--- src/rtl/vme_intr_pkg.sv ---
package vme_intr_pkg;

    localparam int SRC_N = 4;
    localparam int VEC_W = 8;
    localparam int LVL_W = 3;

    typedef enum logic [2:0] {
        ST_IDLE,
        ST_DRIVE,
        ST_ACK,
        ST_DONE,
        ST_PASS
    } ack_state_e;

    typedef struct packed {
        logic             valid;
        logic [SRC_N-1:0] onehot;
    } pick_t;

    // lowest set bit wins
    function automatic pick_t pick_first(input logic [SRC_N-1:0] req);
        pick_t p;
        p.valid  = 1'b0;
        p.onehot = '0;
        for (int i = SRC_N - 1; i >= 0; i--) begin
            if (req[i]) begin
                p.valid  = 1'b1;
                p.onehot = '0;
                p.onehot[i] = 1'b1;
            end
        end
        return p;
    endfunction

    function automatic logic level_hit(input logic [LVL_W-1:0] strap,
                                       input logic [LVL_W-1:0] addr);
        return (strap != '0) && (addr == strap);
    endfunction

endpackage

--- src/rtl/vme_irq_lines.sv ---
module vme_irq_lines #(
    parameter int LVL_W = 3
) (
    input  logic                     clk,
    input  logic                     rst,
    input  logic [LVL_W-1:0]         strap,
    input  logic                     any_req,
    output logic [(1<<LVL_W)-2:0]    irq_n
);
    localparam int LINES = (1 << LVL_W) - 1;

    for (genvar k = 0; k < LINES; k++) begin : g_line
        logic line_q;
        always_ff @(posedge clk) begin
            if (rst) line_q <= 1'b1;
            else     line_q <= !(any_req && (strap == LVL_W'(k + 1)));
        end
        assign irq_n[k] = line_q;
    end
endmodule

--- src/rtl/vme_src_pick.sv ---
module vme_src_pick
    import vme_intr_pkg::*;
#(
    parameter int VEC_W_P = VEC_W
) (
    input  logic [SRC_N-1:0]          req,
    input  logic [SRC_N*VEC_W_P-1:0]  vec_flat,
    output logic                      valid,
    output logic [SRC_N-1:0]          onehot,
    output logic [VEC_W_P-1:0]        vec
);
    pick_t p;
    logic [VEC_W_P-1:0] masked [SRC_N];

    always_comb p = pick_first(req);

    assign valid  = p.valid;
    assign onehot = p.onehot;

    for (genvar i = 0; i < SRC_N; i++) begin : g_mask
        assign masked[i] = p.onehot[i] ? vec_flat[i*VEC_W_P +: VEC_W_P] : '0;
    end

    always_comb begin
        vec = '0;
        for (int i = 0; i < SRC_N; i++) vec = vec | masked[i];
    end
endmodule

--- src/rtl/vme_ack_seq.sv ---
module vme_ack_seq
    import vme_intr_pkg::*;
#(
    parameter int VEC_W_P = VEC_W,
    parameter int LVL_W_P = LVL_W
) (
    input  logic                 clk,
    input  logic                 rst,
    input  logic [LVL_W_P-1:0]   strap,
    input  logic [LVL_W_P-1:0]   lvl_addr,
    input  logic                 iack_n,
    input  logic                 iackin_n,
    input  logic                 ds0_n,
    input  logic                 pick_valid,
    input  logic [SRC_N-1:0]     pick_onehot,
    input  logic [VEC_W_P-1:0]   pick_vec,
    output logic                 iackout_n,
    output logic                 dtack_n,
    output logic                 data_oe,
    output logic [VEC_W_P-1:0]   data_out,
    output logic [SRC_N-1:0]     grant
);
    ack_state_e          state_q, state_d;
    logic [SRC_N-1:0]    sel_q;
    logic [VEC_W_P-1:0]  vec_q;
    logic                take;
    logic                start;

    assign start = !iackin_n && !ds0_n;
    assign take  = start && !iack_n && pick_valid &&
                   level_hit(LVL_W'(strap), LVL_W'(lvl_addr));

    always_comb begin
        state_d = state_q;
        unique case (state_q)
            ST_IDLE:  if (start) state_d = take ? ST_DRIVE : ST_PASS;
            ST_DRIVE: state_d = ST_ACK;
            ST_ACK:   if (ds0_n) state_d = ST_DONE;
            ST_DONE:  if (iackin_n) state_d = ST_IDLE;
            ST_PASS:  if (iackin_n) state_d = ST_IDLE;
            default:  state_d = ST_IDLE;
        endcase
    end

    always_ff @(posedge clk) begin
        if (rst) begin
            state_q <= ST_IDLE;
            sel_q   <= '0;
            vec_q   <= '0;
        end else begin
            state_q <= state_d;
            if (state_q == ST_IDLE && take) begin
                sel_q <= pick_onehot;
                vec_q <= pick_vec;
            end
        end
    end

    assign iackout_n = (state_q != ST_PASS);
    assign dtack_n   = (state_q != ST_ACK);
    assign data_oe   = (state_q == ST_DRIVE) || (state_q == ST_ACK);
    assign data_out  = data_oe ? vec_q : '0;
    assign grant     = (state_q == ST_DRIVE) ? sel_q : '0;
endmodule

--- src/rtl/vme_intr_vec.sv ---
module vme_intr_vec
    import vme_intr_pkg::*;
#(
    parameter int VEC_W_P = VEC_W,
    parameter int LVL_W_P = LVL_W
) (
    input  logic                         clk,
    input  logic                         rst,
    input  logic [LVL_W_P-1:0]           strap,
    input  logic [SRC_N-1:0]             src_req,
    input  logic [SRC_N*VEC_W_P-1:0]     src_vec,
    input  logic                         iack_n,
    input  logic                         iackin_n,
    input  logic                         ds0_n,
    input  logic [LVL_W_P-1:0]           lvl_addr,
    output logic [(1<<LVL_W_P)-2:0]      irq_n,
    output logic                         iackout_n,
    output logic                         dtack_n,
    output logic                         data_oe,
    output logic [VEC_W_P-1:0]           data_out,
    output logic [SRC_N-1:0]             grant
);
    logic                pick_valid;
    logic [SRC_N-1:0]    pick_onehot;
    logic [VEC_W_P-1:0]  pick_vec;

    vme_irq_lines #(.LVL_W(LVL_W_P)) u_lines (
        .clk     (clk),
        .rst     (rst),
        .strap   (strap),
        .any_req (|src_req),
        .irq_n   (irq_n)
    );

    vme_src_pick #(.VEC_W_P(VEC_W_P)) u_pick (
        .req      (src_req),
        .vec_flat (src_vec),
        .valid    (pick_valid),
        .onehot   (pick_onehot),
        .vec      (pick_vec)
    );

    vme_ack_seq #(.VEC_W_P(VEC_W_P), .LVL_W_P(LVL_W_P)) u_seq (
        .clk         (clk),
        .rst         (rst),
        .strap       (strap),
        .lvl_addr    (lvl_addr),
        .iack_n      (iack_n),
        .iackin_n    (iackin_n),
        .ds0_n       (ds0_n),
        .pick_valid  (pick_valid),
        .pick_onehot (pick_onehot),
        .pick_vec    (pick_vec),
        .iackout_n   (iackout_n),
        .dtack_n     (dtack_n),
        .data_oe     (data_oe),
        .data_out    (data_out),
        .grant       (grant)
    );
endmodule

--- config.mk ---
export PLATFORM = sky130hd
export DESIGN_NAME = vme_intr_vec
export DESIGN_NICKNAME = d
export VERILOG_FILES = /design/src/rtl/vme_intr_pkg.sv /design/src/rtl/vme_irq_lines.sv /design/src/rtl/vme_src_pick.sv /design/src/rtl/vme_ack_seq.sv /design/src/rtl/vme_intr_vec.sv
export SDC_FILE = /design/constraint.sdc
export NUM_CORES = 1
export LEC_CHECK = 0
export BUFFER_PORTS_ARGS = -buffer_cell sky130_fd_sc_hd__buf_2
export CAP_MARGIN = 10
export CORE_AREA = 2 2 59 61
export DETAILED_ROUTE_END_ITERATION = 8
export DIE_AREA = 0 0 61 63
export GPL_ROUTABILITY_DRIVEN = 0
export PLACE_DENSITY = 0.75
export SLEW_MARGIN = 20
export SYNTH_ARGS = -nofsm -noshare
export SYNTH_HDL_FRONTEND = slang
export SYNTH_SLANG_ARGS = --single-unit
--- constraint.sdc ---
create_clock -name clk -period 2.1 [get_ports clk]
set_clock_uncertainty 0.15 [all_clocks]
set_input_delay 0.42 -clock clk [delete_from_list [all_inputs] [get_ports clk]]
set_output_delay 0.42 -clock clk [all_outputs]
set_load 0.01 [all_outputs]
=== Word-level counts from Yosys, hierarchy flattened ===
Cells that the tools add are included.
Widths: inputs -> output; s select.

* Logic and storage cells: 74
* Bits in registers: 22
* Output and inout port bits: 22

* Bitwise gates (word level): 3
* Reduce and logical (&&, ||, !) cells: 29
* Eq/ne operators: 17
* Mux-type cells: 15

{| class="wikitable"
|+ Operators by type and width
! cell !! count
|-
| $mux 8 || 5
|-
| $or 8x8->8 || 3
|-
| $mux 5 || 4
|-
| $eq 3x3->1 const B || 5
|-
| $logic_and 1x1->1 || 13
|-
| $eq 3x2->1 const B || 4
|-
| $mux 3 || 4
|-
| $pmux 3 s4 || 1
|-
| $logic_not 1->1 || 10
|-
| $eq 3x1->1 const B || 2
|-
| $mux 4 || 1
|-
| $ne 2x1->1 const B || 2
|-
| $reduce_or 4->1 || 1
|-
| $eq 3x3->1 || 1
|-
| $logic_not 3->1 || 1
|-
| $ne 3x2->1 const B || 1
|-
| $ne 3x3->1 const B || 1
|-
| $reduce_and 3->1 || 1
|-
| $reduce_bool 3->1 || 1
|-
| $ne 2x2->1 const B || 1
|-
| $reduce_or 2->1 || 1
|-
| $logic_or 1x1->1 || 1
|}

=== Depth between registers and ports, before layout ===
* Depth in word-level cells: 9
* Gate-level depth with buffers: 6
* Gate-level depth less buffers: 4

=== By module ===
From an unflattened synthesis, not the netlist that was laid out.

* Cells, all modules: 165
* Area total of the unflattened synthesis: 1503.9 um^2

{| class="wikitable"
|+ By module, submodules not included
! module !! sequential area each (um^2) !! cells each !! times used !! area each (um^2)
|-
| vme_ack_seq || 300.3 || 97 || 1 || 872.1
|-
| vme_src_pick || 0.0 || 42 || 1 || 355.3
|-
| vme_irq_lines || 140.1 || 25 || 1 || 269.0
|-
| vme_intr_vec || 0.0 || 1 || 1 || 7.5
|}

=== Worst setup path before layout ===
Ideal clock, no wire load.

* Kind: register to output
* Start: register u_seq.state_q[0]
* End: output data_out[0]
* Slack: 0.437 ns
* Data arrival time: 1.093 ns
* Cell stages (with the launch flop): 5
* Cells stage by stage: dfxtp_1 > buf_4 > xnor2_1 > nor2_1 > and2_1

* Longest elaborated chain between the ends: 3

{| class="wikitable"
|+ RTL lines
! element !! line !! source
|-
| from (decl) || vme_ack_seq.sv:23 || <nowiki>ack_state_e state_q, state_d;</nowiki>
|-
| from (signal assigned) || vme_ack_seq.sv:51 || <nowiki>state_q <= state_d;</nowiki>
|-
| $eq 3x1->1 or $eq 3x2->1 (tied branches) || vme_ack_seq.sv:61 || <nowiki>assign data_oe = (state_q == ST_DRIVE) || (state_q == ST_ACK);</nowiki>
|-
| $logic_or 1x1->1 * || vme_ack_seq.sv:61 ||
|-
| named net data_oe || vme_intr_vec.sv:19 || <nowiki>output logic data_oe,</nowiki>
|-
| $mux 8 * || vme_ack_seq.sv:62 || <nowiki>assign data_out = data_oe ? vec_q : '0;</nowiki>
|-
| to (decl) || vme_intr_vec.sv:20 || <nowiki>output logic [VEC_W_P-1:0] data_out,</nowiki>
|}

Mark *: on every way through the listed nets, which the timed path passes. The rest lies on a longest branch.

=== Worst setup path in the final report ===
* Start: register u_seq.state_q[1]
* End: output data_out[7]

* Longest elaborated chain between the ends: 3

{| class="wikitable"
|+ RTL lines
! element !! line
|-
| $eq 3x1->1 or $eq 3x2->1 (tied branches) || vme_ack_seq.sv:61
|-
| $logic_or 1x1->1 * || vme_ack_seq.sv:61
|-
| $mux 8 * || vme_ack_seq.sv:62
|}

Mark *: on every way between the ends. The rest lies on a longest branch, timed or not.

==> metrics <==
cells after synthesis 154; grt ovf 0; sequential area share after synthesis 32.2%; Critical Path End Type output pin; synth warn 0; Detailed Place HPWL 2560 µm; final core utilization 52.8%; WL per Instance 13.3 µm; slew margin rel. 43.3%; n_diodes 0; Synth top area share 32.2%; met2 Use GR 30.6%; Die H 63 µm; RSZ-0062 raised after global routing no; GR Util met1 26.0%; CTS tree built; CP Max Fanout 9; gr usage total 19.2%; WP data arrival 1.40 ns; final WL 3400 µm; design area 0.00171 mm²; fmax 507 MHz; most common cell in the synthesized netlist dfxtp_1; clk buf depth 2; Synth area leaders dfxtp_1, a22oi_1, and2_1; critical path data required time 1.53 ns; synthesized cell area 0.00137 mm²; root buffer cell clkbuf_4; I/O pin count 69; post-layout minimum cycle time 1.97 ns; fin crit share 93.9%; vias 1366; layout cells sized above 1 42.4%; port bufs 68; CORE AREA 0.00323 mm²; Iter 0 DRT Violations 51; Hold WC Path Type in2reg; Num CTS Buffers 3; Initial Utilization 42.4%; Worst-Skew Late Latency 0.30 ns; largest net degree at the start of global routing 18; TritonRoute pass-1 iters 4; Site Rows 21; Seq cells post-synth 22; leak pwr 0.713 nW; Synth Area per Inst 8.89 µm²; Cell Area, Placed 0.00166 mm²; Die Area 0.00384 mm²; H-Tree Level Count 1; number of remaining DRC errors 0; setup TNS 0 ns; Mapped Nets 201; CTS clk-pin slew, worst paths 0.12 ns; fin nets 258; Slew Viols, Final 0; Max Cap Viol 0; busiest layer in global routing met2; Cell variety after synth 41; outcome completed; most used flip-flop cell after synthesis dfxtp_1; Die X 61 µm; number of synthesized flops with an enable pin 0; Routed Antenna Nets 0; setup violators final 0; routing usage on met3 3.31%; VDD IR max 0.161 mV; worst slew pin tran 0.848 ns; antenna violations before repair 0; power per cell area 490 mW/mm²; vias in the first global route 1291; area leader, netlist dfxtp_1; endpoints failing hold 0; FFs w/ async S/R, synth 0%; Crit Path Class reg2out; startpoint types flop; Area Growth Syn to Fin 24.6%; first-pass GRT wire length 5670 µm; vias per inst 5.34; Post-synth top cells dfxtp_1, a22oi_1, and2_1; Num Clock Sinks 22
==> flip-flops by register name (all words and copies together), names as in the netlist <==
register	cells
u_lines.g_line.line_q	7
u_seq.sel_q	4
u_seq.state_q	3
u_seq.vec_q	8
==> per-layer routing <==
layer | up-vias | routed length, µm
met5 | - | 0
met4 | 0 | 56
met3 | 6 | 204
met2 | 56 | 1610
met1 | 616 | 1520
li1 | 688 | -
==> cell type report <==
cell class	count	area [µm²]
Tap cell	46	57.6
Clock buffer	4	36.3
Timing Repair Buffer	70	355
Multi-Input combinational cell	112	806
Sequential cell	22	443
Inverter	2	7.51
Fill cell	339	1530
==> cell families (layout without fill, tap and decap cells) <==
group	count (synthesis)	in the layout	synth area share [%]
flops	22	22	32.2
simple gates	49	50	23.1
buf+inv	21	76	9.78
compound gates	59	59	33.0
xor+xnor	3	3	1.92
==> critical path, stage by stage, from the launching register on <==
cell     delay [ns]
dfxtp_2        0.39
xnor2_1        0.27
nor2_2         0.11
and2_1         0.19
buf_2          0.14
==> where the power goes <==
group          switching (mW)  internal (mW)  total [mW]
Sequential            0.00491          0.424       0.429
Combinational          0.0961         0.0793       0.175
Clock                   0.126          0.106       0.231
==> repair_timing <==
| item | in CTS | in global routing |
|---|---|---|
| hold endpoints to repair | 0 | 0 |
| hold buffers | 0 | 0 |
| gates resized for setup | 3 | 1 |
| setup buffers | 0 | 0 |
| cloned | 0 | 1 |
| setup endpoints to repair | 12 | 12 |
| pin swaps | 0 | 1 |
==> metrics by stage <==
stage | std cells | setup slack, ns | hold WS, ns | total power [mW]
global route | 256 | 0.0148 | 0.190 | 0.885
global placement | 251 | 0.164 | 0.304 | 0.610
finish | 256 | 0.128 | 0.203 | 0.836
floorplan | 154 | 0.437 | 0.289 | 0.546
detailed placement | 251 | 0.0837 | 0.311 | 0.612
CTS | 255 | 0.0174 | 0.198 | 0.839
==> final timing paths <==
path	from	endpoint	slack [ns]	depth (start not counted)
worst min-delay path	strap[0]	u_lines.g_line[6].line_q$_SDFF_PP1_	0.20	2
worst max-delay path	u_seq.state_q[1]$_SDFFE_PP0P_	data_out[7]	0.13	4
worst max register to register	u_seq.state_q[1]$_SDFFE_PP0P_	u_seq.vec_q[3]$_SDFFE_PP0P_	0.44	4
worst min register to register	u_seq.sel_q[2]$_SDFFE_PP0P_	u_seq.sel_q[2]$_SDFFE_PP0P_	0.33	2
==> cell usage in the layout (no fill, tap or decap), types with 2 or more instances in the layout <==
| cell type | netlist | layout |
|---|---|---|
| a211oi_1 | 7 | 7 |
| nand3_1 | 2 | 2 |
| a22oi_1 | 16 | 16 |
| buf_4 | 9 | 2 |
| o211a_1 | 2 | 2 |
| nor2b_1 | 4 | 4 |
| nand2_1 | 8 | 8 |
| clkbuf_4 | 1 | 3 |
| nor2_1 | 5 | 5 |
| dfxtp_2 | 0 | 2 |
| o21a_1 | 9 | 9 |
| and2_1 | 12 | 12 |
| dfxtp_1 | 22 | 20 |
| xnor2_1 | 3 | 3 |
| nor3b_1 | 3 | 2 |
| buf_2 | 1 | 68 |
| a21oi_1 | 5 | 5 |
| nand4_1 | 4 | 4 |
| a211oi_2 | 2 | 2 |
| a31oi_1 | 8 | 8 |
| o31ai_1 | 4 | 4 |
| inv_1 | 2 | 2 |
Note: power is estimated with default switching activity, not from simulation.
